### src/rtl/enc_pkg.sv
// Package: shared types and register offsets for the encoder position counter.
// Assumes byte addressing on the register port.
package enc_pkg;

    typedef enum logic [1:0] {
        SRC_QUAD = 2'd0,
        SRC_PDIR = 2'd1,
        SRC_UP   = 2'd2,
        SRC_DOWN = 2'd3
    } enc_src_e;

    localparam logic [7:0] OFS_COUNT = 8'h00;
    localparam logic [7:0] OFS_CEIL  = 8'h08;
    localparam logic [7:0] OFS_DEC   = 8'h28;
    localparam logic [7:0] OFS_CTRL  = 8'h2A;

    localparam int SRC_MSB   = 15;
    localparam int BOTH_BIT  = 11;
    localparam int RUN_BIT   = 3;

endpackage

### src/rtl/enc_sync.sv
// enc_sync: a two-stage synchroniser for W asynchronous inputs.
// Assumes the inputs are quasi-static relative to clk; both stages reset to 0.
module enc_sync #(
    parameter int W = 2
) (
    input  logic         clk,
    input  logic         rst_n,
    input  logic [W-1:0] din,
    output logic [W-1:0] dout
);
    logic [W-1:0] stage1;

    // Move the inputs through two flops into the clk domain.
    always_ff @(posedge clk) begin
        if (!rst_n) begin
            stage1 <= '0;
            dout   <= '0;
        end else begin
            stage1 <= din;
            dout   <= stage1;
        end
    end
endmodule

### src/rtl/enc_decode.sv
// enc_decode: detects edges on the synchronised lines and turns them into a
// one-cycle step plus a direction, according to the selected source mode.
// Assumes a_s and b_s are already synchronous to clk.
module enc_decode
    import enc_pkg::*;
(
    input  logic     clk,
    input  logic     rst_n,
    input  logic     a_s,
    input  logic     b_s,
    input  enc_src_e src,
    input  logic     both_edges,
    output logic     step,
    output logic     up
);
    logic a_prev, b_prev;
    logic a_chg, b_chg, a_rise;
    logic [1:0] ph_old, ph_new, ph_delta;

    // Keep the previous line levels for edge detection.
    always_ff @(posedge clk) begin
        if (!rst_n) begin
            a_prev <= 1'b0;
            b_prev <= 1'b0;
        end else begin
            a_prev <= a_s;
            b_prev <= b_s;
        end
    end

    assign a_chg  = a_s ^ a_prev;
    assign b_chg  = b_s ^ b_prev;
    assign a_rise = a_s & ~a_prev;

    // Gray position {A, A^B} gives 0,1,2,3 along the upward sequence.
    assign ph_old   = {a_prev, a_prev ^ b_prev};
    assign ph_new   = {a_s, a_s ^ b_s};
    assign ph_delta = ph_new - ph_old;

    // Choose the step and the direction for the active mode.
    always_comb begin
        step = 1'b0;
        up   = 1'b1;
        unique case (src)
            SRC_QUAD: begin
                step = (ph_delta == 2'd1) || (ph_delta == 2'd3);
                up   = (ph_delta == 2'd1);
            end
            SRC_PDIR: begin
                step = a_rise;
                up   = b_s;
            end
            SRC_UP: begin
                step = both_edges ? a_chg : a_rise;
                up   = 1'b1;
            end
            SRC_DOWN: begin
                step = both_edges ? a_chg : a_rise;
                up   = 1'b0;
            end
            default: ;
        endcase
    end

    assert_illegal_quad_R4: assert property (@(posedge clk) disable iff (!rst_n)
        (src == SRC_QUAD && a_chg && b_chg) |-> !step);
    assert_b_ignored_R6: assert property (@(posedge clk) disable iff (!rst_n)
        ((src == SRC_UP || src == SRC_DOWN) && !a_chg) |-> !step);
    assert_down_dir_R7: assert property (@(posedge clk) disable iff (!rst_n)
        (src == SRC_DOWN && step) |-> !up);
    assert_pdir_fall_R5: assert property (@(posedge clk) disable iff (!rst_n)
        (src == SRC_PDIR && !a_rise) |-> !step);
endmodule

### src/rtl/enc_position.sv
// enc_position: the bounded position register. An accepted software load wins
// over a step; otherwise an enabled step moves the count and wraps at 0 / ceil.
// Assumes step is a single-cycle pulse.
module enc_position #(
    parameter int W = 32
) (
    input  logic         clk,
    input  logic         rst_n,
    input  logic         load_req,
    input  logic [W-1:0] load_val,
    input  logic [W-1:0] ceil_val,
    input  logic         run,
    input  logic         step,
    input  logic         up,
    output logic [W-1:0] cnt
);
    logic load_ok;
    assign load_ok = load_req && (load_val <= ceil_val);

    // Update the count: load first, then an enabled step with wrap.
    always_ff @(posedge clk) begin
        if (!rst_n) begin
            cnt <= '0;
        end else if (load_ok) begin
            cnt <= load_val;
        end else if (run && step) begin
            if (up) cnt <= (cnt >= ceil_val) ? '0 : cnt + 1'b1;
            else    cnt <= (cnt == '0) ? ceil_val : cnt - 1'b1;
        end
    end

    assert_reject_keeps_R11: assert property (@(posedge clk) disable iff (!rst_n)
        (load_req && load_val > ceil_val && !(run && step)) |=> $stable(cnt));
    assert_halted_R9: assert property (@(posedge clk) disable iff (!rst_n)
        (!load_req && !run) |=> $stable(cnt));
    assert_load_wins_R12: assert property (@(posedge clk) disable iff (!rst_n)
        (load_req && load_val <= ceil_val) |=> cnt == $past(load_val));
    assert_wrap_down_R10: assert property (@(posedge clk) disable iff (!rst_n)
        (!load_req && run && step && !up && cnt == '0) |=> cnt == $past(ceil_val));
endmodule

### src/rtl/enc_position_counter.sv
// enc_position_counter: top level. Holds the ceiling and the two control words,
// decodes register writes, and joins the synchroniser, decoder and counter.
// Assumes a single-cycle write strobe; reads are combinational on addr.
module enc_position_counter
    import enc_pkg::*;
#(
    parameter int CW = 32,
    parameter int AW = 8,
    parameter int HW = 16
) (
    input  logic          clk,
    input  logic          rst_n,
    input  logic          line_a,
    input  logic          line_b,
    input  logic          wr_en,
    input  logic [AW-1:0] addr,
    input  logic [CW-1:0] wdata,
    output logic [CW-1:0] rdata
);
    localparam int PADW = CW - HW;

    logic [1:0]    lines_s;
    logic [CW-1:0] ceil_q, cnt;
    logic [HW-1:0] dec_q, ctrl_q;
    logic          step, up;
    enc_src_e      src;

    enc_sync #(.W(2)) u_sync (
        .clk(clk), .rst_n(rst_n), .din({line_a, line_b}), .dout(lines_s)
    );

    assign src = enc_src_e'(dec_q[SRC_MSB -: 2]);

    enc_decode u_dec (
        .clk(clk), .rst_n(rst_n), .a_s(lines_s[1]), .b_s(lines_s[0]),
        .src(src), .both_edges(dec_q[BOTH_BIT]), .step(step), .up(up)
    );

    enc_position #(.W(CW)) u_pos (
        .clk(clk), .rst_n(rst_n),
        .load_req(wr_en && addr == AW'(OFS_COUNT)), .load_val(wdata),
        .ceil_val(ceil_q), .run(ctrl_q[RUN_BIT]), .step(step), .up(up),
        .cnt(cnt)
    );

    // Hold the ceiling and control words written by software.
    always_ff @(posedge clk) begin
        if (!rst_n) begin
            ceil_q <= '1;
            dec_q  <= '0;
            ctrl_q <= '0;
        end else if (wr_en) begin
            if (addr == AW'(OFS_CEIL)) ceil_q <= wdata;
            if (addr == AW'(OFS_DEC))  dec_q  <= wdata[HW-1:0];
            if (addr == AW'(OFS_CTRL)) ctrl_q <= wdata[HW-1:0];
        end
    end

    // Return the register selected by addr.
    always_comb begin
        unique case (addr)
            AW'(OFS_COUNT): rdata = cnt;
            AW'(OFS_CEIL):  rdata = ceil_q;
            AW'(OFS_DEC):   rdata = {{PADW{1'b0}}, dec_q};
            AW'(OFS_CTRL):  rdata = {{PADW{1'b0}}, ctrl_q};
            default:        rdata = '0;
        endcase
    end

    assert_ctrl_stable_R13: assert property (@(posedge clk) disable iff (!rst_n)
        !wr_en |=> $stable(ctrl_q) && $stable(dec_q) && $stable(ceil_q));
endmodule

### config.mk
export PLATFORM = sky130hd
export DESIGN_NAME = enc_position_counter
export DESIGN_NICKNAME = d
export VERILOG_FILES = /design/src/rtl/enc_pkg.sv /design/src/rtl/enc_sync.sv /design/src/rtl/enc_decode.sv /design/src/rtl/enc_position.sv /design/src/rtl/enc_position_counter.sv
export SDC_FILE = /design/constraint.sdc
export NUM_CORES = 1
export LEC_CHECK = 0
export BUFFER_PORTS_ARGS = -buffer_cell sky130_fd_sc_hd__buf_2
export CAP_MARGIN = 0
export CELL_PAD_IN_SITES_DETAIL_PLACEMENT = 0
export CELL_PAD_IN_SITES_GLOBAL_PLACEMENT = 1
export CORE_ASPECT_RATIO = 0.7
export CORE_MARGIN = 5
export CORE_UTILIZATION = 30
export CTS_CLUSTER_DIAMETER = 120
export DETAILED_ROUTE_END_ITERATION = 7
export GPL_TIMING_DRIVEN = 0
export PLACE_DENSITY_LB_ADDON = 0.1
export SLEW_MARGIN = 25
export SYNTH_ARGS = -nofsm -noshare
export SYNTH_HDL_FRONTEND = slang
export SYNTH_SLANG_ARGS = --single-unit
### constraint.sdc
create_clock -name clk -period 4.2 [get_ports clk]
set_input_delay 0.84 -clock clk [delete_from_list [all_inputs] [get_ports clk]]
set_output_delay 0.84 -clock clk [all_outputs]
set_load 0.01 [all_outputs]
==> results of run 1 <==
-- sequential cells by signal, indices dropped and copies added (netlist names) --
| register | cells |
|---|---|
| u_dec.a_prev | 1 |
| u_sync.stage1 | 2 |
| u_sync.dout | 2 |
| ctrl_q | 16 |
| u_dec.b_prev | 1 |
| u_pos.cnt | 32 |
| dec_q | 16 |
| ceil_q | 32 |
-- area by class of cell --
| cell class | instances | area (um2) | area share [%] |
|---|---|---|---|
| repair buffers | 75 | 375 | 4.21 |
| multi-input cells | 797 | 5240 | 58.8 |
| well taps | 331 | 414 | 4.65 |
| clock buffers | 10 | 229 | 2.57 |
| inverters | 44 | 165 | 1.85 |
| clock inverters | 6 | 36.3 | 0.407 |
| flip-flops and latches | 102 | 2040 | 22.9 |
| plain buffers | 95 | 410 | 4.61 |
-- stage by stage --
step	hold slack [ns]	power [mW]
floorplan	0.412	1.12
global placement	0.423	1.23
detailed placement	0.426	1.23
CTS	0.450	2.07
global route	0.458	2.12
finish	0.446	2.04
-- cells by family (layout without fill, tap and decap cells) --
family	after synthesis	in the layout	share of synthesized area [%]
xor+xnor	56	56	6.26
flops	102	102	26.1
fa+ha+maj	69	69	11.0
mux	9	9	1.15
simple gates	376	376	22.0
buf+inv	139	230	7.30
compound gates	287	287	26.2
-- power by group --
group | total, mW | internal, mW | leakage [nW] | switching, mW
clock network | 0.826 | 0.402 | 0.132 | 0.425
logic | 0.241 | 0.0716 | 2.88 | 0.170
registers | 0.973 | 0.970 | 0.824 | 0.00263
total | 2.04 | 1.44 | 3.84 | 0.597
-- worst min-delay path by stage --
stage,from,end,slack [ns]
floorplan,u_sync.stage1[0]$_SDFF_PN0_,u_sync.dout[0]$_SDFF_PN0_,0.41
detailed placement,u_sync.stage1[0]$_SDFF_PN0_,u_sync.dout[0]$_SDFF_PN0_,0.43
global placement,u_sync.stage1[1]$_SDFF_PN0_,u_sync.dout[1]$_SDFF_PN0_,0.42
global route,u_sync.stage1[1]$_SDFF_PN0_,u_sync.dout[1]$_SDFF_PN0_,0.46
CTS,u_sync.stage1[0]$_SDFF_PN0_,u_sync.dout[0]$_SDFF_PN0_,0.45
finish,u_sync.stage1[0]$_SDFF_PN0_,u_sync.dout[0]$_SDFF_PN0_,0.45
-- per-layer routing --
layer	part of all wire (%)	track usage [%]	wire length, um
met3	7.4	5.26	2470
met1	55	36.8	18100
met4	0.60	2.60	200
met2	37	28.7	12500
met5	0	0	0
-- cells in the mapped netlist (3+ instances only) --
cell        n  area share [%]
ha_1       69              11
nand4_1    28             2.2
o311a_1     3            0.38
o21a_1      5            0.48
o22ai_1    25             2.0
and4_1      5            0.56
a221oi_1   23             2.6
buf_6       5            0.72
nand3_1    26             1.7
or3_1       3            0.24
buf_2       7            0.45
nand2_1   194             9.3
nor2_2      4            0.32
o21ai_0    25             1.6
nor4_1     14             1.1
a222oi_1   12             1.5
xnor2_1    36             4.0
o21ai_1     5            0.32
o211ai_1   57             5.5
clkbuf_1   80             3.8
a22o_1     18             2.0
a21boi_0   31             3.0
xor2_1     20             2.2
dfxtp_1   102              26
or4_1       5            0.48
and2_1     16             1.3
nor3_1     21             1.3
a211oi_1    8            0.77
mux2i_1     9             1.2
nor2_1     47             2.3
a21oi_1    44             2.8
inv_1      44             2.1
a21boi_1    3            0.29
a21o_1      5            0.48
a31oi_1     3            0.24
a22oi_1     9            0.86
-- critical path, stage by stage --
cell      delay, ns
buf_2          0.10
or4_1          0.51
nor2_1         0.14
nand2_1        0.08
nor3_2         0.40
clkbuf_1       0.63
a22o_1         0.26
buf_2          0.14
-- repair_timing --
| action | in CTS | in global routing |
|---|---|---|
| endpoints found under the setup margin | 12 | 17 |
| gates resized for setup | 2 | 4 |
| endpoints found under the hold margin | 0 | 0 |
| hold buffers | 0 | 0 |
==> results.cfg, run 1 <==
[worst_setup_path]
reg2reg_from = u_pos.cnt[0]$_SDFFE_PN0P_
startpoint = addr[2]
cp_max_fo = 10
cp-start-kind = input pin
ff2ff_setup_slack_ns = 0.37
worst_ep_arrival_time_ns = 3.11
cp-endpoint = rdata[18]
reg2reg_depth = 11
r2r_end = u_pos.cnt[11]$_SDFFE_PN0P_
critPathKind = in -> out
critPathRequiredTime_ns = 3.36
cp-end-kind = primary output

[global_route]
grt_pass1_vias = 7656
grt_first_pass_wirelength_mm = 50.4
globalRouteOverflowTotal = 0
grt_max_degree = 17
grt.total_usage_pct = 22.1
antenna_found_initial = 1

[timing]
period_needed_ns = 3.95
slew_headroom_pct = 35.1
rsz0062_at_grt = no
fin_skew_ns = 0.0150
finalSetupViolCount = 0
fin_tns_setup_ns = 0
timing.final.crit_share_pct = 94.2
worst_slew_pin_slew_ns = 0.965
setup_slack_ns = 0.246
slew_viol_final = 0
fmax_mhz = 253
finalHoldViolCount = 0

[power]
ir_drop_mv = 0.167
power.density_mw_per_mm2 = 229
p_leak_nw = 3.84

[place]
hpwl_mm = 26.1
place_area_mm2 = 0.00863
dp.cells = 1444
gp_congestion = 0.888
dpl_worst_slack_ns = -0.343
io_buffer_count = 74

[detailed_routing]
ant_nets = 0
first_pass_iters = 6
drtIter0Drc = 677
wl_per_cell_um = 22.8
drc_errors = 0
dr_total_vias = 8061
routed_wl_mm = 33.3
vias_per_cell = 5.52

[logic_synthesis]
ys.flop_type = dfxtp_1
synth-seq-area-share_pct = 26.1
postSynthCellCount = 1038
synthesis.nets = 1152
synth_seq_cells = 102
synth_warnings = 0
synth_edf_count = 0
synth_area_mm2 = 0.00783
syn-mean-instance-area_um2 = 7.54
async_flop_share_pct = 0
yosysUniqueCellTypes = 58

[clock_network]
numCtsBuffers = 9
insertion_delay_ns = 0.37
clkTransAtPathRegs_ns = 0.07
postCtsSetupBuffers = 0
cts_tree = yes
h-tree-depth = 3
clock_sinks = 102
cts_buffer_depth = 2
cts.root.buffer_cell = clkbuf_16

[finish]
final_common_cell = nand2_1
post-route-util_pct = 34.7
fin_area_mm2 = 0.00891
fin_cells = 1460
final_cell_mix = nand2_1 (194), dfxtp_1 (102), buf_2 (82), clkbuf_1 (78), ha_1 (69)
area_growth_pct = 13.7
antenna_cells = 0
drive_gt1_share_pct = 10.4
n_fill_cell = 2803
nets = 1238

[run_status]
status = finished clean

[floorplan]
core_area_mm2 = 0.0257
row_count = 49
die_y_um = 145
dieArea_mm2 = 0.0295
dieWidth_um = 203
io_pins = 77
initial_utilization_pct = 30.5

[flow_run]
maxCapViolations = 0

[hold_path]
hold_depth = 1
hold_class = reg -> reg
(Power assumes the default switching activity.)
==> run 2, diff against run 1 <==
BUFFER_PORTS_ARGS = not set   (was -buffer_cell sky130_fd_sc_hd__buf_2)
DONT_BUFFER_PORTS = 1   (was not set)
GPL_ROUTABILITY_DRIVEN = 0   (was not set)
==> results.cfg, run 2 (synthesis gave the netlist of run 1 again) <==
[worst_setup_path]
cp_max_fo = 10
cp-start-kind = flip-flop
critPathKind = reg -> reg
cp-end-kind = flip-flop
worst_ep_arrival_time_ns = 4.16
critPathRequiredTime_ns = 4.43

[finish]
drive_gt1_share_pct = 4.08
final_cell_mix = nand2_1 (194), dfxtp_1 (102), clkbuf_1 (77), ha_1 (69), o211ai_1 (57)
nets = 1164
area_growth_pct = 9.14
final_common_cell = nand2_1
top_regs = ceil_q x32, u_pos.cnt x32

[timing]
fin_skew_ns = 0.0119
fin_tns_setup_ns = 0
finalSetupViolCount = 0
fmax_mhz = 254
timing.final.crit_share_pct = 93.8
finalHoldViolCount = 0
rsz0062_at_grt = no
slew_viol_final = 0
setup_slack_ns = 0.262
slew_headroom_pct = 37.4
worst_slew_pin_slew_ns = 0.932
period_needed_ns = 3.94

[clock_network]
cts.root.buffer_cell = clkbuf_16
clock_sinks = 102
postCtsHoldBufs = 0
cts_buffer_depth = 2
h-tree-depth = 3
insertion_delay_ns = 0.38
clkTransAtPathRegs_ns = 0.08
numCtsBuffers = 9
cts_tree = yes

[detailed_routing]
top_layer = met4
dr_total_vias = 7855
ant_nets = 0
met1Wirelength_mm = 18.4
drc_errors = 0
route.met2.wl_mm = 12.6
vias_per_cell = 5.67
wl_per_cell_um = 24.5
dr_wl_met3_mm = 2.65
routed_wl_mm = 34.0
first_pass_iters = 7
drtIter0Drc = 713

[flow_run]
maxCapViolations = 0

[global_route]
antenna_found_initial = 0
grt.total_usage_pct = 22.8
grt_first_pass_wirelength_mm = 51.3
grt_pass1_vias = 7532
globalRouteOverflowTotal = 0
grt_max_degree = 17

[power]
power.net_switching_uw = 578
p_leak_nw = 3.49
power.density_mw_per_mm2 = 237
clock_power_share_pct = 42.0
internal_power_mw = 1.44
p_sw_share_pct = 28.6
p_comb_share_pct = 9.9
ir_drop_mv = 0.164
pwr-share-seq_pct = 48.1

[floorplan]
dieArea_mm2 = 0.0295
core_area_mm2 = 0.0257
die_y_um = 145
initial_utilization_pct = 30.5
io_pins = 77
dieWidth_um = 203
row_count = 49

[place]
io_buffer_count = 0
hpwl_mm = 26.4
dpl_worst_slack_ns = -0.201

[hold_path]
hold_class = reg -> reg

[run_status]
status = finished clean
run 2: metrics by stage:
stage	area [um2]	std cells	total power [mW]	hold slack [ns]	util, %
finish	8550	1386	2.02	0.437	33.3
CTS	8540	1385	2.04	0.444	33.2
floorplan	7830	1038	1.12	0.412	-
detailed placement	8260	1370	1.19	0.428	32.2
global route	8540	1385	2.09	0.473	33.3
global placement	8250	1369	1.19	0.428	32.1
run 2: worst max-delay path, stage by stage, from the launching register on:
cell	delay (ns)
dfxtp_1	0.39
inv_1	0.11
ha_1	0.30
nand2_1	0.04
o21ai_0	0.73
a2111oi_0	0.26
a22oi_1	0.21
a21o_1	0.10
clkbuf_1	0.29
clkbuf_1	0.64
clkbuf_1	0.55
o22ai_1	0.16
run 2: routing by layer:
layer  up-vias  track usage (%)
met5         -                0
met4         0             4.35
met3        23             5.73
met2       273             29.5
met1      3751             37.0
li1       3808                -
run 2: area by class of cell:
| type | count | area [um2] |
|---|---|---|
| fill | 2781 | 17100 |
| multi-input combinational | 797 | 5240 |
| sequential | 102 | 2040 |
| tap | 331 | 414 |
| buffer | 95 | 410 |
| clock buffer | 10 | 239 |
| inverter | 44 | 165 |
| clock inverter | 5 | 33.8 |
| timing repair buffer | 1 | 5.00 |
| antenna | 1 | 2.50 |
run 2: final timing paths:
kind | startpoint | end | slack (ns) | cells after the start
worst max-delay path | ceil_q[18]$_SDFFE_PN1P_ | u_pos.cnt[8]$_SDFFE_PN0P_ | 0.26 | 11
worst min-delay path | u_sync.stage1[1]$_SDFF_PN0_ | u_sync.dout[1]$_SDFF_PN0_ | 0.44 | 1
worst max register to register | ceil_q[18]$_SDFFE_PN1P_ | u_pos.cnt[8]$_SDFFE_PN0P_ | 0.26 | 11
worst min register to register | u_sync.stage1[1]$_SDFF_PN0_ | u_sync.dout[1]$_SDFF_PN0_ | 0.44 | 1
run 2: repair_timing:
| item | CTS | global route |
|---|---|---|
| gates resized for setup | 1 | 6 |
| endpoints found under the setup margin | 4 | 11 |
| buffers inserted | 0 | 0 |
| hold endpoints to repair | 0 | 0 |
run 2: power groups by stage:
stage	sequential (mW)	combinational (mW)	clock, mW
6_report	0.973	0.201	0.848
5_1_grt	0.973	0.216	0.897
4_1_cts	0.972	0.197	0.871
3_5_place_dp	0.995	0.196	0
3_3_place_gp	0.995	0.198	0
2_1_floorplan	0.995	0.124	0
